File: config.mk
export PLATFORM = sky130hd
export DESIGN_NAME = hs_dr_ctrl
export DESIGN_NICKNAME = d
export VERILOG_FILES = /design/src/rtl/hs_dr_pkg.sv /design/src/rtl/hs_dr_cell.sv /design/src/rtl/hs_dr_next.sv /design/src/rtl/hs_dr_front.sv /design/src/rtl/hs_dr_ctrl.sv
export SDC_FILE = /design/constraint.sdc
export NUM_CORES = 1
export LEC_CHECK = 0
export BUFFER_PORTS_ARGS = -buffer_cell sky130_fd_sc_hd__buf_2
export CAP_MARGIN = 30
export CORE_MARGIN = 5
export CORE_UTILIZATION = 27
export CTS_BUF_LIST = sky130_fd_sc_hd__clkbuf_8
export CTS_CLUSTER_DIAMETER = 100
export CTS_CLUSTER_SIZE = 28
export DETAILED_ROUTE_END_ITERATION = 10
export PLACE_DENSITY = 0.43
export SKIP_CTS_REPAIR_TIMING = 1
export SYNTH_ARGS = -nofsm -noshare
export SYNTH_HDL_FRONTEND = slang
export SYNTH_SLANG_ARGS = --single-unit
File: constraint.sdc
create_clock -name clk -period 1.1 [get_ports clk]
set_input_delay 0.165 -clock clk [delete_from_list [all_inputs] [get_ports clk]]
set_output_delay 0.165 -clock clk [all_outputs]
set_load 0.05 [all_outputs]
File: src/rtl/hs_dr_pkg.sv
package hs_dr_pkg;

  localparam int NSIG      = 4;
  localparam int SIG_DNREQ = 0;
  localparam int SIG_UPACK = 1;
  localparam int SIG_K0    = 2;
  localparam int SIG_K1    = 3;

  typedef struct packed {
    logic t;
    logic f;
  } dr_t;

  function automatic dr_t dr_of(input logic b);
    dr_t r;
    r.t = b;
    r.f = ~b;
    return r;
  endfunction

  function automatic logic dr_spacer(input dr_t p);
    return ~p.t & ~p.f;
  endfunction

  // downstream request: launch when idle and downstream quiet
  function automatic logic set_dnreq(input dr_t ri, input dr_t ai, input dr_t k0, input dr_t k1);
    return ri.t & ai.f & k0.f & k1.f;
  endfunction

  function automatic logic clr_dnreq(input dr_t ai, input dr_t k1);
    return ai.t & k1.t;
  endfunction

  // upstream acknowledge: launch only when both state bits are clear
  function automatic logic set_upack(input dr_t ri, input dr_t k0, input dr_t k1);
    return ri.t & k0.f & k1.f;
  endfunction

  function automatic logic clr_upack(input dr_t ri, input dr_t k0);
    return ri.f & k0.t;
  endfunction

  // k0 tracks the upstream side of the round
  function automatic logic set_k0(input dr_t ao);
    return ao.t;
  endfunction

  function automatic logic clr_k0(input dr_t ao, input dr_t k1);
    return ao.f & k1.f;
  endfunction

  // k1 tracks the downstream side of the round
  function automatic logic set_k1(input dr_t ro);
    return ro.t;
  endfunction

  function automatic logic clr_k1(input dr_t ro, input dr_t ai);
    return ro.f & ai.f;
  endfunction

endpackage

File: src/rtl/hs_dr_cell.sv
module hs_dr_cell
  import hs_dr_pkg::*;
(
  input  logic clk,
  input  logic rst_n,
  input  logic set_i,
  input  logic clr_i,
  output dr_t  rail_o,
  output dr_t  hold_o
);

  dr_t  rail_q;
  dr_t  hold_q;
  logic in_spacer;
  logic fire;

  assign in_spacer = dr_spacer(rail_q);
  assign fire      = (hold_q.f & set_i) | (hold_q.t & clr_i);

  always_ff @(posedge clk or negedge rst_n) begin
    if (!rst_n) begin
      rail_q <= dr_of(1'b0);
      hold_q <= dr_of(1'b0);
    end else if (in_spacer) begin
      // leave spacer by rail swap of the held value
      rail_q.t <= hold_q.f;
      rail_q.f <= hold_q.t;
      hold_q.t <= hold_q.f;
      hold_q.f <= hold_q.t;
    end else if (fire) begin
      rail_q <= '0;
    end
  end

  assign rail_o = rail_q;
  assign hold_o = hold_q;

  AST_RAILS_EXCL: assert property (@(posedge clk) disable iff (!rst_n)
    !(rail_q.t && rail_q.f));
  AST_SPACER_ONE: assert property (@(posedge clk) disable iff (!rst_n)
    in_spacer |=> !dr_spacer(rail_q));
  AST_SET_CLR_EXCL: assert property (@(posedge clk) disable iff (!rst_n)
    !(set_i && clr_i));

endmodule

File: src/rtl/hs_dr_next.sv
module hs_dr_next
  import hs_dr_pkg::*;
(
  input  dr_t                ri_i,
  input  dr_t                ai_i,
  input  dr_t [NSIG-1:0]     hold_i,
  output logic [NSIG-1:0]    set_o,
  output logic [NSIG-1:0]    clr_o
);

  dr_t ro, ao, k0, k1;

  always_comb begin
    ro = hold_i[SIG_DNREQ];
    ao = hold_i[SIG_UPACK];
    k0 = hold_i[SIG_K0];
    k1 = hold_i[SIG_K1];
    set_o[SIG_DNREQ] = set_dnreq(ri_i, ai_i, k0, k1);
    clr_o[SIG_DNREQ] = clr_dnreq(ai_i, k1);
    set_o[SIG_UPACK] = set_upack(ri_i, k0, k1);
    clr_o[SIG_UPACK] = clr_upack(ri_i, k0);
    set_o[SIG_K0]    = set_k0(ao);
    clr_o[SIG_K0]    = clr_k0(ao, k1);
    set_o[SIG_K1]    = set_k1(ro);
    clr_o[SIG_K1]    = clr_k1(ro, ai_i);
  end

endmodule

File: src/rtl/hs_dr_front.sv
module hs_dr_front
  import hs_dr_pkg::*;
(
  input  logic clk,
  input  logic rst_n,
  input  logic up_req_i,
  input  logic dn_ack_i,
  input  logic ao_low_i,
  input  logic ro_low_i,
  output dr_t  ri_o,
  output dr_t  ai_o,
  output logic err_o
);

  logic ri_q, ai_q, err_q;
  logic ri_fall_early;
  logic ai_rise_early;

  assign ri_o = dr_of(up_req_i);
  assign ai_o = dr_of(dn_ack_i);

  assign ri_fall_early = ri_q & ri_o.f & ao_low_i;
  assign ai_rise_early = ~ai_q & ai_o.t & ro_low_i;

  always_ff @(posedge clk or negedge rst_n) begin
    if (!rst_n) begin
      ri_q  <= 1'b0;
      ai_q  <= 1'b0;
      err_q <= 1'b0;
    end else begin
      ri_q  <= up_req_i;
      ai_q  <= dn_ack_i;
      err_q <= ri_fall_early | ai_rise_early;
    end
  end

  assign err_o = err_q;

endmodule

File: src/rtl/hs_dr_ctrl.sv
module hs_dr_ctrl
  import hs_dr_pkg::*;
(
  input  logic clk,
  input  logic rst_n,
  input  logic up_req_i,
  input  logic dn_ack_i,
  output logic dn_req_t_o,
  output logic dn_req_f_o,
  output logic up_ack_t_o,
  output logic up_ack_f_o,
  output logic dn_req_o,
  output logic up_ack_o,
  output logic proto_err_o
);

  dr_t               ri_w, ai_w;
  dr_t [NSIG-1:0]    rail_w;
  dr_t [NSIG-1:0]    hold_w;
  logic [NSIG-1:0]   set_w;
  logic [NSIG-1:0]   clr_w;
  logic              k_idle;

  hs_dr_front u_front (
    .clk      (clk),
    .rst_n    (rst_n),
    .up_req_i (up_req_i),
    .dn_ack_i (dn_ack_i),
    .ao_low_i (hold_w[SIG_UPACK].f),
    .ro_low_i (hold_w[SIG_DNREQ].f),
    .ri_o     (ri_w),
    .ai_o     (ai_w),
    .err_o    (proto_err_o)
  );

  hs_dr_next u_next (
    .ri_i   (ri_w),
    .ai_i   (ai_w),
    .hold_i (hold_w),
    .set_o  (set_w),
    .clr_o  (clr_w)
  );

  for (genvar g = 0; g < NSIG; g++) begin : g_cell
    hs_dr_cell u_cell (
      .clk    (clk),
      .rst_n  (rst_n),
      .set_i  (set_w[g]),
      .clr_i  (clr_w[g]),
      .rail_o (rail_w[g]),
      .hold_o (hold_w[g])
    );

    AST_RAIL_HOLD_AGREE: assert property (@(posedge clk) disable iff (!rst_n)
      (rail_w[g].t | rail_w[g].f) |-> (rail_w[g].t == hold_w[g].t));
  end

  assign k_idle = hold_w[SIG_K0].f & hold_w[SIG_K1].f;

  assign dn_req_t_o = rail_w[SIG_DNREQ].t;
  assign dn_req_f_o = rail_w[SIG_DNREQ].f;
  assign up_ack_t_o = rail_w[SIG_UPACK].t;
  assign up_ack_f_o = rail_w[SIG_UPACK].f;
  assign dn_req_o   = hold_w[SIG_DNREQ].t;
  assign up_ack_o   = hold_w[SIG_UPACK].t;

  AST_LAUNCH_NEEDS_REQ: assert property (@(posedge clk) disable iff (!rst_n)
    $rose(dn_req_o) |-> $past(up_req_i, 2));
  AST_ACK_FALL_AFTER_REQ_LOW: assert property (@(posedge clk) disable iff (!rst_n)
    $fell(up_ack_o) |-> !$past(up_req_i, 2));
  AST_REQ_FALL_AFTER_ACK: assert property (@(posedge clk) disable iff (!rst_n)
    $fell(dn_req_o) |-> $past(dn_ack_i, 2));
  AST_NO_EARLY_ACK: assert property (@(posedge clk) disable iff (!rst_n)
    $rose(up_ack_o) |-> $past(k_idle, 2));

endmodule

Word level (Yosys, flattened, before mapping)
Index checks and enable logic that the tools add are counted.
{ "op_classes": {"n_bitwise": 41, "reduce_logical": 4, "muxes": 8} }
{ "ops": {"columns": ["operator", "n"], "rows": [
  ["bitwise AND 1 bit", 25],
  ["two-way mux 2 bit", 8],
  ["inverter 1 bit", 11],
  ["nonzero test 2 bit", 4],
  ["bitwise OR 1 bit", 5]
]} }
{ "word_totals": {"elab_cells": 72, "out_inout_bits": 7, "register_bits": 19, "in_bits": 4} }

Logic depth before layout (Yosys ltp)
{ "depth": {"depth_word": 8, "mapped_depth": 3} }

Cells and area by module
From an unflattened synthesis, not the netlist that was laid out.
{ "unflattened": {"hier_cells": 58, "area_unflattened_um2": 863.3} }
{ "modules_own_cells": {"columns": ["mod", "cells_per_inst", "area_per_inst_um2", "n_inst"], "rows": [
  ["hs_dr_cell", 10, 168.9, 4],
  ["hs_dr_front", 10, 130.1, 1],
  ["hs_dr_next", 8, 57.6, 1]
]} }

Worst setup path before layout
OpenSTA, ideal clock, no wires.
{ "synth_path": {"kind": "register -> register", "from": "register g_cell[0].u_cell.rail_q, in the netlist g_cell[0].u_cell.rail_o[1]", "to": "register g_cell[0].u_cell.hold_q, in the netlist g_cell[0].u_cell.hold_o[1]", "arrival_ns": 1.175, "path_buffers": 0, "setup_time_ns": 0.125, "path_stages_with_launch": 3, "slack_ns": -0.199, "cell_sequence": "dfrtp_1 > nor2_1 > mux2_2"} }
{ "synth_via": {"elab_chain_len": 2} }
{ "synth_rtl": {"columns": ["item", "line_no", "text"], "rows": [
  ["start, declared", "hs_dr_cell.sv:12", "dr_t rail_q;"],
  ["start signal, assigned", "hs_dr_cell.sv:22", "rail_q <= dr_of(1'b0);"],
  ["inverter 1 bit", "hs_dr_pkg.sv:22", "return ~p.t & ~p.f;"],
  ["bitwise AND 1 bit", "hs_dr_pkg.sv:22", null],
  ["end signal, assigned", "hs_dr_cell.sv:23", "hold_q <= dr_of(1'b0);"],
  ["end, declared", "hs_dr_cell.sv:13", "dr_t hold_q;"]
]} }
No other way between the ends.
A chain may end at the register's enable or synchronous reset.

Worst setup path in the final report
{ "layout_path": {"from": "register g_cell[0].u_cell.rail_q, in the netlist g_cell[0].u_cell.rail_o[0]", "to": "output dn_req_f_o"} }
{ "layout_lines": {"columns": ["item", "line_no", "text"], "rows": [
  ["end, declared", "hs_dr_ctrl.sv:9", "output logic dn_req_f_o,"]
]} }
No word-level cell between the ends.

==> run_results.csv <==
group,metric,value,unit
power_and_ir_drop,power_frac_clock,39.4,%
timing,max_freq,891.9,MHz
timing,setup_tns,-0.03033,ns
critical_path,cp.arrival,0.96,ns
critical_path,cp-startpoint,"g_cell[0].u_cell.rail_o[0]",
timing,finalWorstSetupSlack,-0.02126,ns
critical_path,path_cells,"buf_8",
floorplan,io_pins,11,
clock_network,clockRootBuffer,"clkbuf_8",
grt,antenna_found_initial,0,
critical_path,cp_slowest_cell,"dfstp_2",
floorplan,initial_core_util,27.67,%
timing,fin_crit,1.121,ns
routing,ant_nets,0,
layout,n_antenna_cell,0,
timing,skew,0.0009536,ns
floorplan,rows,19,
placed_design,gp_congestion,0.6621,
grt,track_usage,8.087,%
timing,fin_hold_ws,0.05270,ns
critical_path,cp_max_fo,2,
logic_synthesis,synth-seq-cells,19,
power_and_ir_drop,pwr_density_cell,1202,mW/mm^2
grt,grt_pass1_wl,2566,microns
hold_path,hold_start,"dn_ack_i",
status,failed_checks,"setup timing",
placed_design,dp_hpwl,963.2,microns
timing,relSlewSlack,72.02,%
timing,setup_viol,2,
timing,rsz0062_at_grt,"true",
clock_network,clock_latency,0.25,ns
floorplan,fp.dieArea,0.003902,sq mm
timing,hold_viol_final,0,
clock_network,cts_tree,"yes",
placed_design,dpl.cell_count,95,
placed_design,numPortBuffers,10,
routing,first_pass_iters,3,
clock_network,clockBufferDepth,2,
routing,vias_per_cell,4.769,
grt,grt_overflow_total,0,
critical_path,slowest_delay,0.56,ns
power_and_ir_drop,p_int,958.1,uW
critical_path,critPathTopFamily,"flip-flops",
critical_path,reg2reg_from,"g_cell[2].u_cell.hold_o[0]",
power_and_ir_drop,pwr-share-comb,2.0,%
floorplan,die_w,62.47,microns
logic_synthesis,syn_avg_cell_area,14.57,sq um
layout,nets,78,
logic_synthesis,syn_inst,51,
routing,wire_per_inst,13.30,microns
grt,grt_max_degree,20,
layout,fin_cells,104,
placed_design,place_area,874.6,sq um
routing,num_vias,496,
power_and_ir_drop,p_leak,0.0004431,uW
floorplan,die_h,62.47,microns
routing,drtIter0Drc,9,
timing,tightestPinTransition,0.4197,ns
clock_network,cts.clk_slew.worst_paths,0.07,ns
logic_synthesis,synth_nets,55,
timing,slew_violations,0,
hold_path,hp-class,"in -> reg",
logic_synthesis,synth_warnings,0,
floorplan,core_area,0.002686,sq mm
status,outcome,"complete, but fails checks",
grt,grt_pass1_vias,550,
routing,drc,0,
power_and_ir_drop,p_sw,243.7,uW
layout,syn2layout_area_growth,34.51,%
critical_path,crit_required,0.94,ns
clock_network,cts_buffers,3,
critical_path,cp-end-kind,"output pin",
clock_network,clkSinkCount,19,
critical_path,cp-start-kind,"flop",
timing,min_period_over_period,101.9,%
logic_synthesis,ys_seq_area_share,65.32,%
critical_path,crit_buf_inv,1,
job,drv_cap,0,
layout,layout_commonest_cell,"buf_4",
routing,totalWireLength,1383,microns
layout,stdcell_area,999.7,sq um
layout,final_util,37.21,%
power_and_ir_drop,switching_share,20.28,%
logic_synthesis,synth_area,743.2,sq um
logic_synthesis,synth_cell_types,15,
layout,drive_above_1_share,64.38,%
power_and_ir_drop,ir_worst_vdd,0.0004411,V
clock_network,htree_num_levels,1,
critical_path,worst-setup-path-type,"reg -> out",
power_and_ir_drop,seqPwrFrac,58.6,%
layout,layout_common_cells,"9 x buf_4, 8 x mux2_2, 8 x dfstp_2, 7 x dfrtp_1, 6 x a22o_1",
==> worst paths after layout <==
check / endpoint / slack, ns / depth (start not counted)
worst max register to register: g_cell[1].u_cell.rail_o[1] / 0 / 3
worst max-delay path: dn_req_f_o / -0.02 / 1
min in group asynchronous: u_front.err_o / 0.37 / 2
worst min register to register: u_front.err_o / 0.42 / 1
worst min-delay path: u_front.ai_q / 0.05 / 1
max in group asynchronous: g_cell[3].u_cell.rail_o[0] / 0.40 / 2
==> logic make-up (layout without fill, tap and decap cells) <==
logic type | Yosys count | in the layout | synth area share, %
DFF | 19 | 19 | 65.32
buffers and inverters | 0 | 22 | 0
AOI/OAI and AO/OA | 12 | 12 | 14.82
and+or+nand+nor | 12 | 12 | 7.743
muxes | 8 | 8 | 12.12
==> per-stage QoR <==
| stage | setup WS (ns) | power, uW |
|---|---|---|
| floorplan | -0.05179 | 717.3 |
| global placement | -0.02236 | 740.6 |
| detailed placement | -0.01677 | 740.0 |
| CTS | -0.1668 | 1211 |
| global route | -0.06867 | 1246 |
| finish | -0.02126 | 1202 |
==> cell type report <==
cell class | count | area, sq um
fill | 277 | 1687
sequential | 19 | 490.5
multi-input combinational | 32 | 282.8
timing repair buffer | 18 | 142.6
clock buffer | 3 | 41.29
tap | 31 | 38.79
clock inverter | 1 | 3.754
==> synthesized netlist by cell type <==
cell type   n  area share, %
nor2_1      4            2.0
nand2_1     4            2.0
dfstp_2     8             28
o22ai_1     1           0.84
nand4_1     1           0.84
a22o_1      6            7.1
o21a_1      1            1.0
nand3_1     1           0.67
dfrtp_1    11             37
and3_1      1           0.84
and2b_4     1            1.3
a32o_1      2            2.7
a41oi_2     1            2.2
mux2_2      8             12
a22oi_1     1            1.0
==> power groups by stage <==
stage	logic, uW	registers [uW]	clock network [uW]
2_1_floorplan	0.807	717	0
3_3_place_gp	24.1	716	0
3_5_place_dp	23.5	716	0
4_1_cts	23.6	704	483
5_1_grt	30.0	705	512
6_report	24.6	704	473
==> per-layer routing <==
| metal | routed length (microns) | vias to the layer above | track usage [%] |
|---|---|---|---|
| met4 | 17 | 0 | 3.979 |
| met5 | 0 | - | 0 |
| met3 | 74 | 2 | 3.058 |
| met2 | 596 | 10 | 12.05 |
| met1 | 696 | 246 | 10.18 |
| li1 | - | 238 | - |
==> flip-flops by register name, summed over array words and instances (netlist names) <==
register / cells
u_front.ai_q: 1
g_cell.u_cell.hold_o: 8
u_front.ri_q: 1
u_front.err_o: 1
g_cell.u_cell.rail_o: 8
No activity file was read; power rests on OpenSTA's default activity.
